### src/rtl/io_dec_pkg.sv
package io_dec_pkg;

    localparam int PORT_ADDR_W = 8;
    localparam int PORT_OFS_W  = 3;

    typedef enum logic [2:0] {
        CYC_NONE,
        CYC_INTACK,
        CYC_IO_IDLE,
        CYC_IO_RD,
        CYC_IO_WR,
        CYC_IO_CLASH
    } cyc_e;

    typedef struct packed {
        logic iorq_n;
        logic m1_n;
        logic rd_n;
        logic wr_n;
    } busctl_t;

    typedef struct packed {
        logic rd;
        logic wr;
        logic clash;
    } strobe_t;

    function automatic cyc_e classify(input busctl_t c);
        if (c.iorq_n)               return CYC_NONE;
        if (!c.m1_n)                return CYC_INTACK;
        if (!c.rd_n && !c.wr_n)     return CYC_IO_CLASH;
        if (!c.rd_n)                return CYC_IO_RD;
        if (!c.wr_n)                return CYC_IO_WR;
        return CYC_IO_IDLE;
    endfunction

    function automatic strobe_t gate_strobes(input cyc_e cyc, input logic hit);
        strobe_t s;
        s.rd    = hit && (cyc == CYC_IO_RD);
        s.wr    = hit && (cyc == CYC_IO_WR);
        s.clash = hit && (cyc == CYC_IO_CLASH);
        return s;
    endfunction

endpackage

### src/rtl/io_addr_match.sv
module io_addr_match #(
    parameter int W = 8
) (
    input  logic [W-1:0] addr,
    input  logic [W-1:0] base,
    input  logic [W-1:0] dont_care,
    input  logic         en_n,
    output logic         hit
);
    logic [W-1:0] bit_ok;

    for (genvar i = 0; i < W; i++) begin : g_bit
        assign bit_ok[i] = dont_care[i] | ~(addr[i] ^ base[i]);
    end

    assign hit = (&bit_ok) & ~en_n;
endmodule

### src/rtl/io_mask_check.sv
module io_mask_check #(
    parameter int W = 8
) (
    input  logic [W-1:0] mask,
    output logic         bad
);
    localparam logic [W-1:0] ONE = {{(W-1){1'b0}}, 1'b1};
    logic [W-1:0] bumped;

    assign bumped = mask + ONE;
    assign bad    = |(mask & bumped);
endmodule

### src/rtl/io_cycle_qual.sv
module io_cycle_qual
    import io_dec_pkg::*;
(
    input  busctl_t ctl,
    input  logic    hit,
    output strobe_t stb
);
    cyc_e cyc;

    always_comb begin
        cyc = classify(ctl);
        stb = gate_strobes(cyc, hit);
    end
endmodule

### src/rtl/io_offset_pick.sv
module io_offset_pick #(
    parameter int OW = 3
) (
    input  logic [OW-1:0] addr_lo,
    input  logic [OW-1:0] mask_lo,
    output logic [OW-1:0] ofs
);
    for (genvar k = 0; k < OW; k++) begin : g_ofs
        assign ofs[k] = addr_lo[k] & mask_lo[k];
    end
endmodule

### src/rtl/io_port_decoder.sv
module io_port_decoder
    import io_dec_pkg::*;
#(
    parameter int ADDR_W = PORT_ADDR_W,
    parameter int OFS_W  = PORT_OFS_W
) (
    input  logic [ADDR_W-1:0] addr,
    input  logic              iorq_n,
    input  logic              m1_n,
    input  logic              rd_n,
    input  logic              wr_n,
    input  logic              en_n,
    input  logic [ADDR_W-1:0] cfg_base,
    input  logic [ADDR_W-1:0] cfg_mask,
    output logic              match_n,
    output logic              rd_sel,
    output logic              wr_sel,
    output logic              rd_sel_n,
    output logic              wr_sel_n,
    output logic [OFS_W-1:0]  offset,
    output logic              cfg_err,
    output logic              bus_err
);
    logic    hit;
    busctl_t ctl;
    strobe_t stb;

    assign ctl = '{iorq_n: iorq_n, m1_n: m1_n, rd_n: rd_n, wr_n: wr_n};

    io_addr_match #(.W(ADDR_W)) u_match (
        .addr(addr), .base(cfg_base), .dont_care(cfg_mask), .en_n(en_n), .hit(hit)
    );

    io_mask_check #(.W(ADDR_W)) u_mchk (
        .mask(cfg_mask), .bad(cfg_err)
    );

    io_cycle_qual u_qual (
        .ctl(ctl), .hit(hit), .stb(stb)
    );

    io_offset_pick #(.OW(OFS_W)) u_ofs (
        .addr_lo(addr[OFS_W-1:0]), .mask_lo(cfg_mask[OFS_W-1:0]), .ofs(offset)
    );

    assign match_n  = ~hit;
    assign rd_sel   = stb.rd;
    assign wr_sel   = stb.wr;
    assign rd_sel_n = ~stb.rd;
    assign wr_sel_n = ~stb.wr;
    assign bus_err  = stb.clash;
endmodule

### config.mk
export PLATFORM = sky130hd
export DESIGN_NAME = io_port_decoder
export DESIGN_NICKNAME = d
export VERILOG_FILES = /design/src/rtl/io_dec_pkg.sv /design/src/rtl/io_addr_match.sv /design/src/rtl/io_mask_check.sv /design/src/rtl/io_cycle_qual.sv /design/src/rtl/io_offset_pick.sv /design/src/rtl/io_port_decoder.sv
export SDC_FILE = /design/constraint.sdc
export NUM_CORES = 1
export LEC_CHECK = 0
export ABC_AREA = 0
export BUFFER_PORTS_ARGS = -buffer_cell sky130_fd_sc_hd__buf_2
export CAP_MARGIN = 20
export CORE_AREA = 4 4 41 43
export DETAILED_ROUTE_END_ITERATION = 10
export DIE_AREA = 0 0 45 47
export PLACE_DENSITY = 0.61
export SLEW_MARGIN = 20
export SYNTH_ARGS = -nofsm -noshare
export SYNTH_HDL_FRONTEND = slang
export SYNTH_HIERARCHICAL = 1
export SYNTH_SLANG_ARGS = --single-unit
### constraint.sdc
create_clock -name vclk -period 7.5
set_clock_uncertainty 0.2 [all_clocks]
set_input_delay 2.25 -clock vclk [all_inputs]
set_output_delay 2.25 -clock vclk [all_outputs]
set_load 0.01 [all_outputs]
==> reports/qor.txt <==
status: complete, no violations
Synth Net Count: 62
largest net degree at the start of global routing: 5
die area: 0.002115 mm2
Worst Tran Pin Value: 0.2557 ns
nets: 103
area delta synth->final: 91.94%
final-layout clock buffer total: 0
period utilization: 84.80%
P_leak: 0.2324 nW
worst path arrival time: 3.91 ns
switching part of the total: 42.42%
Ys Warns: 6
setup TNS: 0 ns
final number of setup-violating endpoints: 0
Final min period: 6.360 ns
Final Max Tran Viols: 0
Internal Power: 0.01212 mW
Starting DRT DRC Count: 2
placed instance area: 446.7 um2
mean post-synth cell area: 7.052 um2
Cells after Synth: 33
Worst Setup Start Kind: primary input
RePlAce Congestion: 0.6256
Slew HR: 82.86%
xor and xnor fraction of the mapped netlist area: 30.11%
Core Area: 0.001301 mm2
Ports: 39
design area: 446.7 um2
# rows: 13
worst path required time: 5.05 ns
most frequent cells in the layout: buf_2 (39), xnor2_1 (8), inv_1 (4)
most common cell after layout, fill and taps aside: buf_2
FF+latch area: 0 um2
HPWL reported at the end of detailed placement: 775.9 um
Seq/Total Area, Yosys: 0%
Adder-Cell Fraction of Synth Area: 0%
share of layout cells above drive strength 1: 59.72%
Post-DRT Antenna Nets: 0
PortBufs: 39
Netlist cell types: 13
DRT Pass-1 Iters: 3
RSZ-0062 raised after global routing: false
Post-CTS Resized: 0
initial antenna violation count: 0
die width: 45 um
highest clock rate: 157.2 MHz
average wire per standard cell: 9.172 um
Initial Util: 17.88%
synthesized area: 232.7 um2
Hold Path Depth: 3
n_diodes: 0
die height: 47 um
Hold/Removal Path Class: in -> out
leading area contributor after synthesis: xnor2_1
main combinational cell family by area after synthesis: simple AND/OR/NAND/NOR gates
FFs & Latches: 0
pwr dens: 47.12 mW/mm2
total number of vias: 357
top post-synthesis cells by area: xnor2_1 (30%), nor3b_2 (11%), nand3b_4 (8.6%), and2_1 (8.1%), o22ai_1 (8.1%)
Critical Path End Type: output port
Setup CP Type: in -> out
Max Cap Viol: 0
Filler cells: 149
switching power: 0.008929 mW
Final Core Density: 34.33%
compound-gate portion of the synthesized area: 18.28%
vias per inst: 4.103
total gr overflow: 0
hold_buf cts: 0
share of the synthesized area in the top cell type: 30.11%
Setup Fix Bufs, Post-CTS: 0
VDD IR-drop max: 0.01437 mV
Worst Min Path Start: wr_n
DRT Wirelength: 798 um
CP max FO: 3
Clock power frac: 0%
total track usage: 6.688%
Hold Vio Cnt, Final: 0
mux cell area share after synthesis: 0%
Seq pwr share: 0%
vias in the first global route: 308
Post-Synth Simple-Gate Area: 45.16%
Comb power frac: 100.0%
Post-route DRC: 0
first-pass GRT wire length: 1131 um
Worst Hold End: bus_err
==> logic make-up after synthesis <==
logic type,after synthesis
and+or+nand+nor,14
xor gates and xnor gates,8
AOI/OAI and AO/OA,7
buffers and inverters,4
==> synth_stat cells <==
library cell and instances:
o2111ai_1 1, nand2_1 3, o21ai_1 3, nor3_1 1
o22ai_1 3, nor3_2 1, inv_1 4, or4_1 1
nor2_1 2, xnor2_1 8, and2_1 3, nor3b_2 2
nand3b_4 1
==> cell type report <==
type                            instances  area (um2)  area share, %
Timing Repair Buffer                   39       195.2          43.70
Tap cell                               15       18.77          4.202
Multi-Input combinational cell         29       217.7          48.74
Inverter                                4       15.01          3.361
==> per-layer routing <==
layer | wire length (um) | global-route usage (%) | up-vias | part of all wire (%)
li1 | - | - | 194 | -
met1 | 296 | 8.315 | 135 | 37
met2 | 352 | 12.99 | 28 | 44
met3 | 148 | 0.7663 | 0 | 19
met4 | 0 | 0 | 0 | 0
met5 | 0 | 0 | - | 0
==> metrics by stage <==
step                      instances  worst slack [ns]  hold slack (ns)  total power, mW
final                            87             1.140            4.578          0.02105
after global routing             87            0.9936            4.597          0.02336
after CTS                        87             1.110            4.581          0.02144
after detailed placement         87             1.111            4.577          0.02136
after global placement           87             1.154            4.575          0.02119
after floorplan                  33             1.294            4.337         0.009488
==> worst max path at each step <==
stage | start | endpoint
after global placement | cfg_base[3] | rd_sel_n
after detailed placement | cfg_base[3] | rd_sel_n
after global routing | cfg_base[6] | rd_sel_n
after CTS | cfg_base[3] | rd_sel_n
final | cfg_base[6] | rd_sel_n
after floorplan | cfg_base[6] | rd_sel_n
==> power by group through the flow <==
stage	sequential [mW]	clock (mW)	combinational, mW
finish	0	0	0.0210
global route	0	0	0.0234
CTS	0	0	0.0214
detailed placement	0	0	0.0214
global placement	0	0	0.0212
floorplan	0	0	0.00949
==> critical path, cell delays in order <==
cell and delay (ns):
buf_2 0.10, xnor2_1 0.14, o22ai_1 0.09, or4_1 0.52
nor3_2 0.29, nand3b_4 0.12, nor3b_2 0.21, inv_1 0.05
buf_2 0.13
Note: power is estimated with default switching activity, not from simulation.
